$ cat config.mk
export PLATFORM = sky130hd
export DESIGN_NAME = bcd_rtc_core
export DESIGN_NICKNAME = d
export VERILOG_FILES = /design/src/rtl/rtc_pkg.sv /design/src/rtl/rtc_phase.sv /design/src/rtl/rtc_bcd_field.sv /design/src/rtl/bcd_rtc_core.sv
export SDC_FILE = /design/constraint.sdc
export NUM_CORES = 1
export LEC_CHECK = 0
export BUFFER_PORTS_ARGS = -buffer_cell sky130_fd_sc_hd__buf_2
export CAP_MARGIN = 20
export CORE_MARGIN = 2
export CORE_UTILIZATION = 35
export CTS_CLUSTER_SIZE = 14
export DETAILED_ROUTE_END_ITERATION = 16
export GPL_ROUTABILITY_DRIVEN = 1
export PLACE_DENSITY_LB_ADDON = 0.3
export SETUP_SLACK_MARGIN = 0.02
export SLEW_MARGIN = 20
export SYNTH_ARGS = -nofsm -noshare
export SYNTH_HDL_FRONTEND = slang
export SYNTH_SLANG_ARGS = --single-unit
export TNS_END_PERCENT = 30
$ cat constraint.sdc
create_clock -name clk -period 3.5 [get_ports clk]
set_clock_uncertainty 0.15 [all_clocks]
set_input_delay 0.35 -clock clk [delete_from_list [all_inputs] [get_ports clk]]
set_output_delay 0.35 -clock clk [all_outputs]
set_load 0.03 [all_outputs]
$ cat src/rtl/rtc_pkg.sv
package rtc_pkg;
  localparam int NFIELD = 7;
  localparam logic [3:0] ADDR_CTRL = 4'h0;
  localparam logic [3:0] ADDR_SEC  = 4'h2;
  localparam logic [3:0] ADDR_MON  = 4'h7;
  localparam int HALT_BIT = 5;

  // index order: sec, min, hour, day, weekday, month, year
  function automatic logic [7:0] fld_min(input int i);
    return (i == 3 || i == 5) ? 8'h01 : 8'h00;
  endfunction

  function automatic logic [7:0] fld_mask(input int i);
    case (i)
      0, 1:    return 8'h7F;
      2, 3:    return 8'h3F;
      4:       return 8'h07;
      5:       return 8'h1F;
      default: return 8'hFF;
    endcase
  endfunction

  function automatic logic [7:0] bcd_next(input logic [7:0] v);
    if (v[3:0] >= 4'd9) return {v[7:4] + 4'd1, 4'd0};
    return v + 8'd1;
  endfunction

  function automatic logic bcd_leap(input logic [7:0] yr);
    if (yr[4]) return (yr[3:0] == 4'd2) || (yr[3:0] == 4'd6);
    return (yr[3:0] == 4'd0) || (yr[3:0] == 4'd4) || (yr[3:0] == 4'd8);
  endfunction

  function automatic logic [7:0] last_day(input logic [7:0] mon, input logic [7:0] yr);
    case (mon)
      8'h02:                      return bcd_leap(yr) ? 8'h29 : 8'h28;
      8'h04, 8'h06, 8'h09, 8'h11: return 8'h30;
      default:                    return 8'h31;
    endcase
  endfunction
endpackage

$ cat src/rtl/rtc_phase.sv
module rtc_phase #(
  parameter int TICKS_PER_SEC = 8
) (
  input  logic clk,
  input  logic rst_n,
  input  logic halt,
  input  logic sub_tick,
  output logic sec_pulse
);
  localparam int CW = (TICKS_PER_SEC > 2) ? $clog2(TICKS_PER_SEC) : 1;
  localparam logic [CW-1:0] LAST = CW'(TICKS_PER_SEC - 1);

  logic [CW-1:0] phase_q;

  always_ff @(posedge clk or negedge rst_n) begin
    if (!rst_n)        phase_q <= '0;
    else if (halt)     phase_q <= '0;
    else if (sub_tick) phase_q <= (phase_q == LAST) ? '0 : phase_q + 1'b1;
  end

  assign sec_pulse = !halt && sub_tick && (phase_q == LAST);
endmodule

$ cat src/rtl/rtc_bcd_field.sv
module rtc_bcd_field #(
  parameter logic [7:0] MINV = 8'h00,
  parameter logic [7:0] MASK = 8'hFF
) (
  input  logic       clk,
  input  logic       rst_n,
  input  logic       inc,
  input  logic [7:0] max_val,
  input  logic       wr,
  input  logic [7:0] wdata,
  output logic [7:0] q,
  output logic       wrap
);
  always_ff @(posedge clk or negedge rst_n) begin
    if (!rst_n)   q <= MINV;
    else if (wr)  q <= wdata & MASK;
    else if (inc) q <= (q == max_val) ? MINV : rtc_pkg::bcd_next(q);
  end

  assign wrap = inc && (q == max_val);
endmodule

$ cat src/rtl/bcd_rtc_core.sv
module bcd_rtc_core #(
  parameter int TICKS_PER_SEC = 8
) (
  input  logic       clk,
  input  logic       rst_n,
  input  logic       sub_tick,
  input  logic       low_volt,
  input  logic [3:0] reg_addr,
  input  logic [7:0] reg_wdata,
  input  logic       reg_we,
  output logic [7:0] reg_rdata
);
  import rtc_pkg::*;

  logic       halt_q;
  logic       vl_q;
  logic       cent_q;
  logic       sec_pulse;
  logic [7:0] fld_q   [NFIELD];
  logic       fld_inc [NFIELD];
  logic       fld_wrap[NFIELD];
  logic [7:0] fld_max [NFIELD];
  logic       fld_wr  [NFIELD];

  rtc_phase #(.TICKS_PER_SEC(TICKS_PER_SEC)) u_phase (
    .clk(clk), .rst_n(rst_n), .halt(halt_q), .sub_tick(sub_tick), .sec_pulse(sec_pulse)
  );

  // carry chain: weekday and day both advance on the hour wrap
  assign fld_inc[0] = sec_pulse;
  assign fld_inc[1] = fld_wrap[0];
  assign fld_inc[2] = fld_wrap[1];
  assign fld_inc[3] = fld_wrap[2];
  assign fld_inc[4] = fld_wrap[2];
  assign fld_inc[5] = fld_wrap[3];
  assign fld_inc[6] = fld_wrap[5];

  assign fld_max[0] = 8'h59;
  assign fld_max[1] = 8'h59;
  assign fld_max[2] = 8'h23;
  assign fld_max[3] = last_day(fld_q[5], fld_q[6]);
  assign fld_max[4] = 8'h06;
  assign fld_max[5] = 8'h12;
  assign fld_max[6] = 8'h99;

  for (genvar i = 0; i < NFIELD; i++) begin : g_fld
    assign fld_wr[i] = reg_we && (reg_addr == ADDR_SEC + 4'(i));
    rtc_bcd_field #(.MINV(fld_min(i)), .MASK(fld_mask(i))) u_fld (
      .clk(clk), .rst_n(rst_n), .inc(fld_inc[i]), .max_val(fld_max[i]),
      .wr(fld_wr[i]), .wdata(reg_wdata), .q(fld_q[i]), .wrap(fld_wrap[i])
    );
  end

  always_ff @(posedge clk or negedge rst_n) begin
    if (!rst_n) begin
      halt_q <= 1'b0;
      vl_q   <= 1'b1;
      cent_q <= 1'b0;
    end else begin
      if (reg_we && reg_addr == ADDR_CTRL) halt_q <= reg_wdata[HALT_BIT];
      if (low_volt)       vl_q <= 1'b1;
      else if (fld_wr[0]) vl_q <= 1'b0;
      if (fld_wr[5])        cent_q <= reg_wdata[7];
      else if (fld_wrap[6]) cent_q <= ~cent_q;
    end
  end

  always_comb begin
    reg_rdata = 8'h00;
    case (reg_addr)
      4'h0: reg_rdata[HALT_BIT] = halt_q;
      4'h2: reg_rdata = {vl_q, fld_q[0][6:0]};
      4'h3: reg_rdata = fld_q[1];
      4'h4: reg_rdata = fld_q[2];
      4'h5: reg_rdata = fld_q[3];
      4'h6: reg_rdata = fld_q[4];
      4'h7: reg_rdata = {cent_q, 2'b00, fld_q[5][4:0]};
      4'h8: reg_rdata = fld_q[6];
      default: reg_rdata = 8'h00;
    endcase
  end
endmodule

Word-level counts from Yosys, hierarchy flattened
Cells that the tools add are included.

storage, ports and cells
  bits in registers = 62
  input port bits = 17
  output and inout bits = 8
  logic and storage cells = 164

operators by class
  $add $sub $neg = 15
  order comparisons = 7
  eq/ne operators = 24
  muxes and demuxes = 73
  bitwise operators = 1
  reduce and logical (&&, ||, !) cells = 33

operators by type and width
  kind                                                                    number
  8-bit 2-to-1 mux                                                        35
  8-bit by 1-bit adder with 8-bit output (second input constant)          7
  5-bit case mux with 7 select lines                                      1
  1-bit 2-to-1 mux                                                        31
  4-bit by 1-bit adder with 4-bit output (second input constant)          7
  4-bit greater-or-equal comparator (second input constant)               7
  4-bit by 3-bit equality test with 1-bit output (second input constant)  6
  8-bit by 3-bit equality test with 1-bit output (second input constant)  3
  2-bit nonzero test                                                      10
  8-bit by 5-bit equality test with 1-bit output (second input constant)  2
  8-bit by 7-bit equality test with 1-bit output (second input constant)  2
  1-bit logical AND                                                       16
  2-bit case mux with 7 select lines                                      1
  4-bit by 2-bit equality test with 1-bit output (second input constant)  3
  5-bit case mux with 2 select lines                                      1
  3-bit 2-to-1 mux                                                        3
  4-bit equality test (second input constant)                             2
  8-bit by 2-bit equality test with 1-bit output (second input constant)  1
  8-bit by 4-bit equality test with 1-bit output (second input constant)  1
  8-bit by 6-bit equality test with 1-bit output                          1
  8-bit by 6-bit equality test with 1-bit output (second input constant)  1
  8-bit equality test (second input constant)                             1
  4-bit logical NOT                                                       2
  1-bit case mux with 7 select lines                                      1
  6 further kinds                                                         8

Logic depth before layout (Yosys ltp)
  depth in word-level cells = 16
  depth in mapped cells = 10
  gate-level depth less buffers = 8

Modules after synthesis
Synthesis repeated with hierarchy kept, for this count alone.

unflattened totals
  cells, all modules = 640
  area, all modules = 5741.8 um2

modules (own cells, without submodules)
  module                               instances  cells an instance  area each (um2)
  rtc_bcd_field at g_fld[0].u_fld ...  2          82                 715.7
  bcd_rtc_core                         1          104                793.3
  rtc_bcd_field at g_fld[5].u_fld      1          76                 709.4
  rtc_bcd_field at g_fld[3].u_fld      1          75                 698.2
  rtc_bcd_field at g_fld[6].u_fld      1          73                 676.9
  rtc_bcd_field at g_fld[2].u_fld      1          72                 655.6
  rtc_bcd_field at g_fld[4].u_fld      1          61                 613.1
  rtc_phase                            1          15                 163.9

Least setup slack after synthesis
OpenSTA, ideal clock, no wires.

  path kind = flip-flop to flip-flop
  from = register u_phase.phase_q[0]
  to = register g_fld[5].u_fld.q[6]
  setup time = 0.078 ns
  data arrival time = 2.545 ns
  required time = 3.272 ns
  slack = 0.727 ns
  stages on the path, launching flop included = 10
  cells stage by stage = dfrtp_1 ha_1 ha_1 nand3b_2 or3_1 buf_2 a2111oi_2 o2111ai_2 or4_1 a21oi_1

between the ends
  word-level cells in the longest chain between the ends = 7

ends and longest elaborated chain
  element                              line                 text
  from (decl)                          rtc_phase.sv:13      logic [CW-1:0] phase_q;
  from (signal assigned)               rtc_phase.sv:18      else if (sub_tick) phase_q <= (phase_q == LAST) ? '0 : phase_q + 1'b1;
  3-bit equality test                  rtc_phase.sv:21      assign sec_pulse = !halt && sub_tick && (phase_q == LAST);
  1-bit logical AND                    rtc_phase.sv:21
  1-bit logical AND (4 in series)      rtc_bcd_field.sv:20  assign wrap = inc && (q == max_val);
  2-bit nonzero test (no source line)  n/a
  to (signal assigned)                 rtc_bcd_field.sv:16  else if (wr) q <= wdata & MASK;
  to (signal assigned)                 rtc_bcd_field.sv:17  else if (inc) q <= (q == max_val) ? MINV : rtc_pkg::bcd_next(q);
  to (decl)                            rtc_bcd_field.sv:11  output logic [7:0] q,

No other way between the ends.
A chain may end at the register's enable or synchronous reset.

Final worst setup path
  from = register g_fld[5].u_fld.q[0]
  to = register g_fld[5].u_fld.q[6]

between the ends
  word-level cells in the longest chain between the ends = 8
  elaborated cells on any way between the ends = 20

ends and longest elaborated chain
  element                            line                 text
  4-bit greater-or-equal comparator  rtc_pkg.sv:24        if (v[3:0] >= 4'd9) return {v[7:4] + 4'd1, 4'd0};
  1-bit 2-to-1 mux                   rtc_pkg.sv:24
  1-bit 2-to-1 mux                   rtc_bcd_field.sv:17
  1-bit 2-to-1 mux                   rtc_bcd_field.sv:16
  8-bit 2-to-1 mux                   rtc_pkg.sv:25        return v + 8'd1;
  8-bit 2-to-1 mux (2 in series)     rtc_bcd_field.sv:17
  8-bit 2-to-1 mux                   rtc_bcd_field.sv:16

Several ways; a longest one is shown, not always the timed one. The select of a mux whose other input is x is not followed.

==> summary.md <==
| Metric | Value |
|---|---|
| PD cells | `528 mW/mm²` |
| Period utilisation layout | `89.1%` |
| R2r endpoint | `g_fld[5].u_fld.q[6]` |
| CP Class | `flip-flop to flip-flop` |
| Util after Layout | `40.5%` |
| Placed wire-length estimate | `11,300 µm` |
| Ant diodes | `0` |
| Die Height | `~120 µm` |
| Top_reg_cell synth | `dfrtp_1` |
| Fin. Hold Viols | `0` |
| Post-place setup slack | `a little over 0.4 ns` |
| First-pass GRT wire length | `between 20,000 and 25,000 µm` |
| Root buffer cell | `clkbuf_16` |
| Max-Cap Viols | `0` |
| CTS tree | `yes` |
| Starting density of the core | `35.7%` |
| Post-synthesis async set-or-reset flop share | `100%` |
| Worst-skew pair later-pin latency | `0.33 ns` |
| CTS Sinks | `between 60 and 70` |
| H-tree lvl count | `3` |
| Status | `completed` |
| Sequential fraction of the synthesis area | `31.6%` |
| Hold Crit Depth | `2` |
| Hold Path Class | `input pin to flip-flop` |
| DR DRC count | `0` |
| Top post-synthesis cells by area | `dfrtp_1 (30%), ha_1 (11%), nand2_1 (4.8%)` |
| GPL Wtd Cong | `0.990` |
| Synth warn | `0` |
| Initial antenna violation count | `0` |
| Hold path start | `low_volt` |
| Share of the synthesized area in the top cell type | `a little under a third` |
| Total GRT Usage | `around a fifth` |
| Port bufs | `24` |
| Setup Fix Bufs, Post-CTS | `0` |
| Final Max Slew Viols | `0` |
| Final net count | `670` |
| Initial DRC Count | `364` |
| Max Root-Sink Buffers | `2` |
| Die W | `about 120 µm` |
| Worst slew pin tran | `between 0.7 and 0.8 ns` |
| Setup WS post-layout | `around 0.38 ns` |
| Die area | `~0.015 mm²` |
| Min Clock Period, post-route | `about 3.1 ns` |
| Relative slew slack | `between 40% and 50%` |
| Core area | `roughly 0.014 mm²` |
| Synth Area per Inst | `8.36 µm²` |
| Vias in the first global route | `4,570` |
| Routed wire per std cell | `19.2 µm` |
| Multi-input logic area | `roughly 0.0031 mm²` |
| Register area | `0.00156 mm²` |
| Crit Path Max Fanout | `9` |
| Critical path origin | `g_fld[5].u_fld.q[0]` |
| Post-Synthesis Cells | `approximately 590` |
| Worst setup EP type | `flip-flop` |
| Most frequent cells in the layout | `nand2_1 (63), dfrtp_1 (59), nor2_1 (50)` |
| Total power | `2.94 mW` |
| Req. time, crit path | `approximately 3.6 ns` |
| Leakage | `between 2 and 2.5 nW` |
| Layout cells sized above 1 | `10.9%` |
| Area Growth Syn to Fin | `13.4%` |
| Register-to-Register Path Depth | `8` |
| Final wirelength | `15,300 µm` |
| Cell accounting for the most synthesized area | `dfrtp_1` |
| Setup TNS | `0 ns` |
| I/O pins | `25` |
| Seq cells post-synth | `62` |
| Initial DRT Pass Iterations | `5` |
| Commonest non-fill, non-tap cell in the layout | `nand2_1` |
| Crit path capture | `g_fld[5].u_fld.q[6]` |
| Reg2reg start | `g_fld[5].u_fld.q[0]` |
| Syn Nets | `roughly 650` |
| Startpoint type of the worst setup path | `flip-flop` |
| Hold slack final | `approximately 0.049 ns` |
| VDD IR max | `between 0.2 and 0.25 mV` |
| Antenna Violating Nets Remaining | `0` |
| Vias per inst | `about 6.0` |
| Fill cells | `1,422` |
| Synthesized cell area | `0.00492 mm²` |
| DR vias | `4,742` |
| Post-synth EDFFs | `0` |
| Endpoints failing setup | `0` |
| Largest net degree at the start of global routing | `30` |
| R2R setup slack | `between 0.3 and 0.4 ns` |
| Fmax | `321 MHz` |
| Worst endpoint data arrival time | `about 3.2 ns` |
| Total global routing overflow | `0` |
| # rows | `43` |
| Clock slew at reported path FFs | `0.05 ns` |
| Distinct cells, synth | `69` |
| Cts bufs inserted | `9` |
| RSZ-0062 raised after global routing | `no` |
[logic make-up after synthesis]
kind of cell | Yosys count | synth area share (%)
compound gates | 165 | 22.9
xor+xnor | 6 | 1.07
fa+ha+maj | 42 | 10.7
buf+inv | 56 | 4.50
flops | 62 | 31.6
mux | 20 | 4.20
simple gates | 237 | 25.0
[cell type report]
| cell class | count | share of cell area, % |
|---|---|---|
| sequential | 62 | 27.9 |
| inverter | 30 | 2.02 |
| clock buffer | 12 | 4.42 |
| timing repair buffer | 38 | 4.08 |
| multi-input combinational | 470 | 56.3 |
| tap | 180 | 4.04 |
| clock inverter | 4 | 1.26 |
[Yosys cell counts (3+ instances only)]
library cell,instances
nand2_1,63
dfrtp_1,59
nor2_1,50
ha_1,42
o21ai_0,41
a21oi_1,38
inv_1,30
nand3_1,23
clkbuf_1,20
nor3_1,17
mux2i_1,15
nor2b_1,12
a22oi_1,11
and3_1,10
nand4_1,10
o31ai_1,9
a31oi_1,8
nand2b_1,8
nand3b_1,7
nor3b_1,7
o211ai_1,7
mux2_2,5
o31a_1,5
or3_1,5
or4_1,5
a41oi_1,4
nor4b_1,4
a211o_1,3
a32oi_1,3
buf_2,3
dfstp_2,3
nor4bb_1,3
o22ai_1,3
xnor2_1,3
xor2_1,3
[report_power, final]
group          leakage [nW]  switching (mW)  total [mW]  internal, mW
sequential            0.761           0.242        1.10         0.860
combinational          1.45           0.511       0.865         0.354
clock                 0.157           0.333       0.975         0.641
total                  2.36            1.09        2.94          1.86
[per-layer routing]
| layer | track usage [%] | share of wire (%) | routed length, µm |
|---|---|---|---|
| met3 | 3.39 | 4.7 | 724 |
| met2 | 32.4 | 46 | 7030 |
| met5 | 0 | 0 | 0 |
| met4 | 9.55 | 3.7 | 568 |
| met1 | 28.3 | 46 | 6970 |
[per-stage QoR]
stage	cells	instance area (µm²)
after floorplan	588	4920
after global placement	779	5250
after detailed placement	779	5250
after CTS	796	5580
after global routing	796	5580
final	796	5580
[worst min-delay path by stage]
stage,to,slack [ns]
floorplan,cent_q,-0.1
global placement,g_fld[6].u_fld.q[5],0.12
detailed placement,g_fld[6].u_fld.q[5],0.12
CTS,vl_q,0.04
global route,vl_q,0.05
finish,vl_q,0.05
[registers in the layout, summed over array words and instances (netlist names)]
register         cells
halt_q               1
cent_q               1
vl_q                 1
g_fld.u_fld.q       56
u_phase.phase_q      3
[worst max-delay path, cell delays in order (launching register included)]
cell and delay (ns):
dfstp_2 0.40, inv_1 0.13, ha_1 0.19, nor4b_1 0.52
nand3_1 0.23, o31ai_4 0.37, o2111ai_2 0.33, or4_1 0.57
a21oi_1 0.16
[repair_timing]
action	CTS	global route
endpoints found under the hold margin	11	0
resized for setup	0	0
hold buffers	1	0
(Power assumes the default switching activity.)
